===== src/rtl/click_rx_pkg.sv =====
package click_rx_pkg;

  typedef enum logic [2:0] {
    ST_IDLE,
    ST_CAL_SETTLE,
    ST_CAL,
    ST_BIT_SETTLE,
    ST_BIT,
    ST_SKIP,
    ST_STOP
  } rx_state_t;

  // Early-click decision: the bit is 1 when twice the measured delay
  // is below three times the calibrated span.
  function automatic logic click_is_early(input int unsigned meas,
                                          input int unsigned span);
    return (2 * meas) < (3 * span);
  endfunction

  // Level expected on the line in a given stop-following stage:
  // even stages want high, odd stages want low.
  function automatic logic stop_level(input logic [2:0] stage);
    return ~stage[0];
  endfunction

endpackage


===== src/rtl/click_sync.sv =====
module click_sync #(
  parameter int STAGES = 2
) (
  input  logic clk,
  input  logic rst_n,
  input  logic line_i,
  output logic level_o,
  output logic fall_o
);
  logic [STAGES-1:0] pipe;
  logic              prev;

  always_ff @(posedge clk or negedge rst_n) begin
    if (!rst_n) pipe[0] <= 1'b1;
    else        pipe[0] <= line_i;
  end

  for (genvar g = 1; g < STAGES; g++) begin : g_stage
    always_ff @(posedge clk or negedge rst_n) begin
      if (!rst_n) pipe[g] <= 1'b1;
      else        pipe[g] <= pipe[g-1];
    end
  end

  always_ff @(posedge clk or negedge rst_n) begin
    if (!rst_n) prev <= 1'b1;
    else        prev <= pipe[STAGES-1];
  end

  assign level_o = pipe[STAGES-1];
  assign fall_o  = prev & ~pipe[STAGES-1];
endmodule


===== src/rtl/click_timer.sv =====
module click_timer #(
  parameter int CNT_W = 8
) (
  input  logic             clk,
  input  logic             rst_n,
  input  logic             clr,
  input  logic             inc,
  output logic [CNT_W-1:0] cnt,
  output logic             full
);
  always_ff @(posedge clk or negedge rst_n) begin
    if (!rst_n)      cnt <= '0;
    else if (clr)    cnt <= '0;
    else if (inc)    cnt <= cnt + 1'b1;
  end

  assign full = &cnt;
endmodule


===== src/rtl/click_shift.sv =====
module click_shift #(
  parameter int NBITS = 8
) (
  input  logic             clk,
  input  logic             rst_n,
  input  logic             clr,
  input  logic             en,
  input  logic             bit_in,
  output logic [NBITS-1:0] word
);
  always_ff @(posedge clk or negedge rst_n) begin
    if (!rst_n)   word <= '0;
    else if (clr) word <= '0;
    else if (en)  word <= {bit_in, word[NBITS-1:1]};
  end
endmodule


===== src/rtl/click_rx_fsm.sv =====
module click_rx_fsm
  import click_rx_pkg::*;
#(
  parameter int CNT_W      = 8,
  parameter int NBITS      = 8,
  parameter int SETTLE_CYC = 5
) (
  input  logic             clk,
  input  logic             rst_n,
  input  logic             fall,
  input  logic             level,
  input  logic [CNT_W-1:0] cnt,
  input  logic             cnt_full,
  output logic             tmr_clr,
  output logic             tmr_inc,
  output logic             shift_clr,
  output logic             take_bit,
  output logic             bit_one,
  output logic             done_evt,
  output logic             abort_evt,
  output logic             waiting,
  output logic             in_skip,
  output logic [CNT_W-1:0] span
);
  localparam int BITS_W = $clog2(NBITS + 1);
  localparam logic [CNT_W-1:0]  SETTLE_LAST = CNT_W'(SETTLE_CYC - 1);
  localparam logic [BITS_W-1:0] LAST_BIT    = BITS_W'(NBITS - 1);
  localparam logic [BITS_W-1:0] ALL_BITS    = BITS_W'(NBITS);

  rx_state_t         state, state_n;
  logic [BITS_W-1:0] nbits;
  logic [2:0]        stage;
  logic              span_ld, stage_inc, skip_end;
  logic [CNT_W:0]    cnt_p1;

  assign cnt_p1   = {1'b0, cnt} + {{CNT_W{1'b0}}, 1'b1};
  assign skip_end = cnt_p1 >= {1'b0, span};
  assign waiting  = (state == ST_CAL) || (state == ST_BIT);
  assign in_skip  = (state == ST_SKIP);
  assign bit_one  = click_is_early(32'(cnt), 32'(span));

  always_comb begin
    state_n   = state;
    tmr_clr   = 1'b0;
    tmr_inc   = 1'b0;
    shift_clr = 1'b0;
    take_bit  = 1'b0;
    done_evt  = 1'b0;
    abort_evt = 1'b0;
    span_ld   = 1'b0;
    stage_inc = 1'b0;
    unique case (state)
      ST_IDLE: begin
        tmr_clr = 1'b1;
        if (fall) begin
          shift_clr = 1'b1;
          state_n   = ST_CAL_SETTLE;
        end
      end
      ST_CAL_SETTLE, ST_BIT_SETTLE: begin
        tmr_inc = 1'b1;
        if (cnt == SETTLE_LAST) begin
          tmr_clr = 1'b1;
          state_n = (state == ST_CAL_SETTLE) ? ST_CAL : ST_BIT;
        end
      end
      ST_CAL: begin
        if (fall) begin
          span_ld = 1'b1;
          tmr_clr = 1'b1;
          state_n = ST_BIT_SETTLE;
        end else if (cnt_full) begin
          abort_evt = 1'b1;
          state_n   = ST_IDLE;
        end else begin
          tmr_inc = 1'b1;
        end
      end
      ST_BIT: begin
        if (fall) begin
          take_bit = 1'b1;
          tmr_clr  = 1'b1;
          if (bit_one)               state_n = ST_SKIP;
          else if (nbits == LAST_BIT) state_n = ST_STOP;
          else                       state_n = ST_BIT_SETTLE;
        end else if (cnt_full) begin
          abort_evt = 1'b1;
          state_n   = ST_IDLE;
        end else begin
          tmr_inc = 1'b1;
        end
      end
      ST_SKIP: begin
        tmr_inc = 1'b1;
        if (skip_end) begin
          tmr_clr = 1'b1;
          state_n = (nbits == ALL_BITS) ? ST_STOP : ST_BIT_SETTLE;
        end
      end
      ST_STOP: begin
        if (level == stop_level(stage)) begin
          if (stage == 3'd4) begin
            done_evt = 1'b1;
            state_n  = ST_IDLE;
          end else begin
            stage_inc = 1'b1;
          end
        end
      end
      default: state_n = ST_IDLE;
    endcase
  end

  always_ff @(posedge clk or negedge rst_n) begin
    if (!rst_n) begin
      state <= ST_IDLE;
      span  <= '0;
      nbits <= '0;
      stage <= '0;
    end else begin
      state <= state_n;
      if (span_ld) span <= cnt;
      if (state == ST_IDLE)  nbits <= '0;
      else if (take_bit)     nbits <= nbits + 1'b1;
      if (state != ST_STOP)  stage <= '0;
      else if (stage_inc)    stage <= stage + 1'b1;
    end
  end
endmodule


===== src/rtl/click_rx.sv =====
module click_rx #(
  parameter int CNT_W      = 8,
  parameter int SETTLE_CYC = 5,
  parameter int SYNC_STG   = 2
) (
  input  logic       clk,
  input  logic       rst_n,
  input  logic       line_i,
  output logic [7:0] data_o,
  output logic       valid_o,
  output logic       timeout_o
);
  localparam int NBITS = 8;

  logic             line_lvl, line_fall;
  logic [CNT_W-1:0] cnt, span;
  logic             meas_full, tmr_clr, tmr_inc, shift_clr;
  logic             take_bit, bit_one, done_evt, abort_evt, waiting, in_skip;
  logic [NBITS-1:0] shreg;

  click_sync #(.STAGES(SYNC_STG)) u_sync (
    .clk(clk), .rst_n(rst_n), .line_i(line_i),
    .level_o(line_lvl), .fall_o(line_fall)
  );

  click_timer #(.CNT_W(CNT_W)) u_timer (
    .clk(clk), .rst_n(rst_n), .clr(tmr_clr), .inc(tmr_inc),
    .cnt(cnt), .full(meas_full)
  );

  click_shift #(.NBITS(NBITS)) u_shift (
    .clk(clk), .rst_n(rst_n), .clr(shift_clr), .en(take_bit),
    .bit_in(bit_one), .word(shreg)
  );

  click_rx_fsm #(.CNT_W(CNT_W), .NBITS(NBITS), .SETTLE_CYC(SETTLE_CYC)) u_fsm (
    .clk(clk), .rst_n(rst_n), .fall(line_fall), .level(line_lvl),
    .cnt(cnt), .cnt_full(meas_full), .tmr_clr(tmr_clr), .tmr_inc(tmr_inc),
    .shift_clr(shift_clr), .take_bit(take_bit), .bit_one(bit_one),
    .done_evt(done_evt), .abort_evt(abort_evt), .waiting(waiting),
    .in_skip(in_skip), .span(span)
  );

  always_ff @(posedge clk or negedge rst_n) begin
    if (!rst_n) begin
      data_o    <= '0;
      valid_o   <= 1'b0;
      timeout_o <= 1'b0;
    end else begin
      valid_o   <= done_evt;
      timeout_o <= abort_evt;
      if (done_evt)       data_o <= shreg;
      else if (abort_evt) data_o <= '0;
    end
  end
endmodule


===== config.mk =====
export PLATFORM = sky130hd
export DESIGN_NAME = click_rx
export DESIGN_NICKNAME = d
export VERILOG_FILES = /design/src/rtl/click_rx_pkg.sv /design/src/rtl/click_sync.sv /design/src/rtl/click_timer.sv /design/src/rtl/click_shift.sv /design/src/rtl/click_rx_fsm.sv /design/src/rtl/click_rx.sv
export SDC_FILE = /design/constraint.sdc
export NUM_CORES = 1
export LEC_CHECK = 0
export ABC_AREA = 1
export BUFFER_PORTS_ARGS = -buffer_cell sky130_fd_sc_hd__buf_4
export CORE_MARGIN = 2
export CORE_UTILIZATION = 46
export CTS_CLUSTER_SIZE = 10
export DETAILED_ROUTE_END_ITERATION = 16
export GPL_TIMING_DRIVEN = 0
export PLACE_DENSITY = 0.64
export SYNTH_ARGS = -nofsm -noshare
export SYNTH_HDL_FRONTEND = slang
export SYNTH_SLANG_ARGS = --single-unit

===== constraint.sdc =====
create_clock -name clk -period 4.35 [get_ports clk]
set_input_delay 0.6525 -clock clk [delete_from_list [all_inputs] [get_ports clk]]
set_output_delay 0.6525 -clock clk [all_outputs]
set_load 0.01 [all_outputs]

# After elaboration in Yosys (flattened, before gate mapping)
# Cells that the tools add are included.
[classes]
muxes = 42
bitwise_logic = 3
order_cmp = 2
add_sub_neg = 4
reduce_logical = 11
multipliers = 1
eq_ne = 17
[op_table]
columns = ["operator", "n"]
rows = [
  ["$mux W8", 6],
  ["$mux W3", 14],
  ["$pmux W3 S6", 1],
  ["$mux W1", 17],
  ["$eq A3 B3 Y1 const B", 4],
  ["$lt A9 B10 Y1", 1],
  ["$mul A2 B8 Y10 const A", 1],
  ["$reduce_bool A2 Y1", 5],
  ["$add A8 B1 Y9 const B", 1],
  ["$ge A9 B8 Y1", 1],
  ["$add A8 B1 Y8 const B", 1],
  ["$eq A8 B3 Y1 const B", 1],
  ["$mux W4", 2],
  ["$ne A2 B1 Y1 const B", 4],
  ["$reduce_and A8 Y1", 1],
  ["$eq A3 B2 Y1 const B", 2],
  ["$reduce_and A5 Y1", 1],
  ["$add A4 B1 Y4 const B", 1],
  ["$eq A4 B3 Y1 const B", 1],
  ["$eq A4 B4 Y1 const B", 1],
  ["$pmux W1 S4", 1],
  ["$reduce_or A2 Y1", 2],
  ["$add A3 B1 Y3 const B", 1],
  ["$eq A3 B1 Y1 const B", 1],
  ["8 further kinds", 9],
]
[totals]
out_inout_bits = 10
input_bits = 3
elab_cells = 92
ff_bits = 47

# Logic depth before layout (Yosys ltp)
[logic_depth]
depth_word = 6
depth_mapped = 21
mapped_depth_nobuf = 21

# Modules after synthesis
# Synthesis repeated with hierarchy kept, for this count alone.
[unflattened]
cells_unflattened = 396
area_unflattened_um2 = 3170.5
[by_module_without_submodules]
columns = ["mod", "cells_per_inst", "area_per_inst_um2", "instances"]
rows = [
  ["click_rx_fsm", 257, 1895.6, 1],
  ["click_timer", 63, 479.2, 1],
  ["click_rx", 36, 371.6, 1],
  ["click_shift", 35, 335.3, 1],
  ["click_sync", 5, 88.8, 1],
]

# Worst setup path before layout
# Ideal clock, no wire load.
[synth_path]
kind = "reg-to-reg"
start = "register u_fsm.span[2]"
end = "register u_fsm.state[1]"
stages_incl_launch_ff = 21
synth_period_minus_slack_ps = 2352
setup_slack_ps = 1998
arrival_ps = 2236
n_path_buf = 0
path_cell_list = "dfrtp_1 > ha_1 > a21oi_1 > o21ai_0 > nand2_1 > nand2_1 > nand2_1 > nand2_1 > nand2_1 > nand2_1 > a21oi_1 > xor2_1 > ha_1 > nand2_1 > nand2_1 > nand3_1 > nand2_1 > nand2_1 > nand2_1 > nand2_1 > nand2_1"
[synth_between]
elab_chain_len = 5
elab_cells_between_ends = 8
cone_classes = "1 x mul; 2 x order compare; 1 x eq/ne; 3 x mux; 1 x reduce/logical"
[synth_lines]
columns = ["item", "line_no", "rtl"]
rows = [
  ["start: declaration", "click_rx_fsm.sv:23", "output logic [CNT_W-1:0] span"],
  ["start signal: assignment", "click_rx_fsm.sv:122", "if (span_ld) span <= cnt;"],
  ["$mul A2 B8 Y10", "click_rx_pkg.sv:17", "return (2 * meas) < (3 * span);"],
  ["$lt A9 B10 Y1", "click_rx_pkg.sv:17", ""],
  ["$mux W3", "click_rx_fsm.sv:83", "if (bit_one) state_n = ST_SKIP;"],
  ["$mux W3", "click_rx_fsm.sv:80", "if (fall) begin"],
  ["$pmux W3 S6", "click_rx_fsm.sv:52", "unique case (state)"],
  ["end signal: assignment", "click_rx_fsm.sv:121", "state <= state_n;"],
  ["end: declaration", "click_rx_fsm.sv:30", "rx_state_t state, state_n;"],
]
# Several ways; a longest one is shown, not always the timed one.
# A chain may end at the register's enable or synchronous reset.

# Worst setup path in the final report
[layout_path]
start = "register u_fsm.span[1]"
end = "register u_fsm.state[1]"
# Same word-level chain as after synthesis.

==> impl_results.md <==
- Total of buffers placed on input and output ports: 12
- Crit path setup slack, layout: around 1600 ps
- Seq/Total Area, Yosys: 39.57%
- Hold-fix buffers at CTS: 0
- Number of standard cells after synthesis: 373
- Max_slew headroom: about three fifths
- Biggest cell delay along the critical path: 480 ps
- Total global routing overflow: 0
- Static power due to leakage: between 1.5 and 2 nW
- Largest family of logic cells by synthesized area: simple AND/OR/NAND/NOR gates
- Total number of vias: between 2000 and 2500
- Critical Setup Path Class: reg -> reg
- CTS sink cnt: 47
- Global-route wire length before repair: 10290 um
- Hold Violations, Final: 0
- Pin count of the biggest net entering global routing: 48
- Clock tree from TritonCTS: built
- Buf+Inv Stages, Crit Path: 2
- Transition time of the tightest slew-check pin: 596.3 ps
- Type of element launching the critical path: register
- Compound-gate portion of the synthesized area: between 10% and 20%
- Number of pins with negative max-slew slack in the final report: 0
- Type of element capturing the critical path: register
- Number of buffers added by the clock tree synthesis step: 5
- Number of warnings issued by yosys: 0
- Routability-driven placement congestion ratio: 0.8691
- Root Buffer Master: sky130_fd_sc_hd__clkbuf_8
- Number of global-route vias before repair: 2363
- CP delay by family, top: simple AND/OR/NAND/NOR gates
- Via/cell ratio: 5.015
- Mux share of post-synthesis cell area: 0%
- Clk slew on worst S/H paths: 90 ps
- Drt first-iter violations: 75
- Die extent in y: between 80 and 90 um
- Setup Fix Bufs, Post-CTS: 0
- Final worst-path cycle share: 62.50%
- Register bit total from synthesis: 47
- Total track usage: between 10% and 20%
- Synth-to-Final Area Change: 10.16%
- Max IR drop VDD: 0.0002216 V
- Effective utilization at floorplan: 47.23%
- XOR/XNOR share of the synthesized area: 3.819%
- Maximum level of the CTS H-tree: 2
- Drc violations: 0
- Width of the chip: 84.51 um
- Antenna violations before repair: 0
- DP HPWL: 4329 um
- Routed wirelength normalized by instance count: 12.19 um
- Required time at the endpoint of the critical path: 4550 ps
- Post-route antenna net violation count: 0
- Distinct cells, synth: 32
- Final setup TNS: 0 ps
- # resized after CTS: 0
- Share of post-route cells with drive strength above 1: 12.98%
- RSZ-0062 raised after global routing: no
- Setup Slack @ Placement: 1671 ps
- Clock period minus worst slack: 2719 ps
- Class of the worst hold path: in -> async
- Crit-path most repeated cell: sky130_fd_sc_hd__nand2_1
- Maximum fanout along the worst path: 5
- Final nets: 424
- Arithmetic-cell share of the synthesized area counting full adders, half adders and majority gates: between 10% and 20%
- Worst-skew pair later-pin latency: approximately 310 ps
- Worst clock skew on the final layout: 8.959 ps
- Ports: 13
- Total length of routed wires: 5728 um
- Post-synthesis simple-gate area fraction: ~23%
- Status: completed
- Final total power: roughly 1.4 mW
- Average footprint of a synthesized cell: 7.994 um^2
- Final-report setup violation count: 0
- Number of max-cap violations: 0
- Worst path slowest cell: sky130_fd_sc_hd__fa_1
- CP Cell Sequence: inv_1, fa_1, o21ai_1, nand2_1, nand2_1, xor2_1, ha_1, nand2_1, inv_1, nand2_1, nand2_1, nand2_1, nand2_1, nand3_1, nand2_1, nand2_1, nand2_1, nand2_1, nand2_1
- Diodes inserted: 0
- Data arrival time of the critical path: a little under 3000 ps
- Number of buffers on the longest clock path: 2
- Mapped Area: 0.002982 mm^2
- Pwr dens: 421.0 mW/mm^2
- Number of optimization iterations in the first detailed-route pass: 4
- Overall die area: slightly above 0.007 mm^2
- Core footprint: 0.006314 mm^2
- Number of rows in the core area: 29
- F_max: between 0.3 and 0.4 GHz
- Net count after synthesis: 405
==> per-layer routing <==
metal / routed length, um / share of wire, % / up-vias / track usage [%]
met4: 74 / 1.3 / 0 / 4.906
met3: 152 / 2.7 / 6 / 3.638
met2: 2543 / 44 / 24 / 27.99
li1: - / - / 1222 / -
met5: 0 / 0 / - / 0
met1: 2958 / 52 / 1105 / 24.39
==> through the flow <==
step                std cells  cell area (um^2)  hold slack, ps  util [%]
floorplan                 373              2982           345.2         -
global placement          462              3168           346.4     50.18
detailed placement        462              3168           347.0     50.18
CTS                       470              3284           361.4     52.02
global route              470              3284           370.2     52.02
finish                    470              3284           348.6     52.02
==> sequential cells by signal, indices dropped and copies added, names as in the netlist <==
signal,count
u_fsm.stage,3
u_sync.pipe,1
data_o,8
u_sync.prev,1
u_shift.word,8
u_timer.cnt,8
timeout_o,1
u_fsm.state,3
u_fsm.nbits,4
valid_o,1
u_sync.level_o,1
u_fsm.span,8
==> synth_stat cells, drive strengths merged <==
master / number / area, um^2
inv: 76 / 285.3
buf: 2 / 16.26
xnor2: 4 / 35.03
xor2: 9 / 78.83
or2: 9 / 56.31
nor3: 4 / 41.29
o22ai: 18 / 126.4
nand3: 12 / 70.07
o21ai: 18 / 93.84
nor2: 28 / 132.6
dfstp: 3 / 78.83
nand4: 4 / 25.02
ha: 28 / 350.3
nor4: 2 / 18.77
nand2: 87 / 331.6
dfrtp: 44 / 1101
a21oi: 24 / 120.1
fa: 1 / 20.02
==> placed cells by master (no fill, tap or decap), types with 4 or more instances in the layout <==
| master | Yosys | layout |
|---|---|---|
| sky130_fd_sc_hd__a21oi_1 | 24 | 24 |
| sky130_fd_sc_hd__buf_4 | 0 | 12 |
| sky130_fd_sc_hd__clkbuf_8 | 0 | 5 |
| sky130_fd_sc_hd__dfrtp_1 | 44 | 44 |
| sky130_fd_sc_hd__ha_1 | 28 | 28 |
| sky130_fd_sc_hd__inv_1 | 66 | 66 |
| sky130_fd_sc_hd__inv_2 | 10 | 10 |
| sky130_fd_sc_hd__nand2_1 | 85 | 85 |
| sky130_fd_sc_hd__nand3_1 | 10 | 10 |
| sky130_fd_sc_hd__nand4_1 | 4 | 4 |
| sky130_fd_sc_hd__nor2_1 | 23 | 23 |
| sky130_fd_sc_hd__o21ai_0 | 14 | 14 |
| sky130_fd_sc_hd__o22ai_1 | 17 | 17 |
| sky130_fd_sc_hd__or2_0 | 6 | 6 |
| sky130_fd_sc_hd__xnor2_1 | 4 | 4 |
| sky130_fd_sc_hd__xor2_1 | 9 | 9 |
==> path summary, 6_finish.rpt <==
kind | from | end | slack, ps | depth (start not counted)
worst max-delay path | u_fsm.span[1] | u_fsm.state[1] | 1630 | 19
worst min-delay path | rst_n | u_fsm.span[2] | 350 | 1
worst max register to register | u_fsm.span[1] | u_fsm.state[1] | 1630 | 19
worst min register to register | u_sync.pipe[0] | u_sync.level_o | 360 | 0
max in group asynchronous | rst_n | u_fsm.state[1] | 3610 | 1
min in group clk | u_sync.pipe[0] | u_sync.level_o | 360 | 0
==> report_power, final <==
group,internal (mW),total [mW],switching (mW)
sequential,0.475,0.516,0.0413
clock,0.174,0.337,0.163
combinational,0.186,0.529,0.343
total,0.836,1.38,0.547
==> logic make-up (layout without fill, tap and decap cells) <==
| group | after synthesis | count (layout) |
|---|---|---|
| flops | 47 | 47 |
| simple gates | 146 | 146 |
| fa+ha+maj | 29 | 29 |
| buf+inv | 78 | 98 |
| xor+xnor | 13 | 13 |
| compound gates | 60 | 60 |
==> cell type report <==
class | instances | area (um^2)
fill | 635 | 3029
multi-input combinational | 248 | 1500
sequential | 47 | 1180
inverter | 76 | 285.3
tap | 77 | 96.34
timing repair buffer | 12 | 90.09
clock buffer | 5 | 68.82
clock inverter | 3 | 47.55
buffer | 2 | 16.27
No activity file was read; power rests on OpenSTA's default activity.
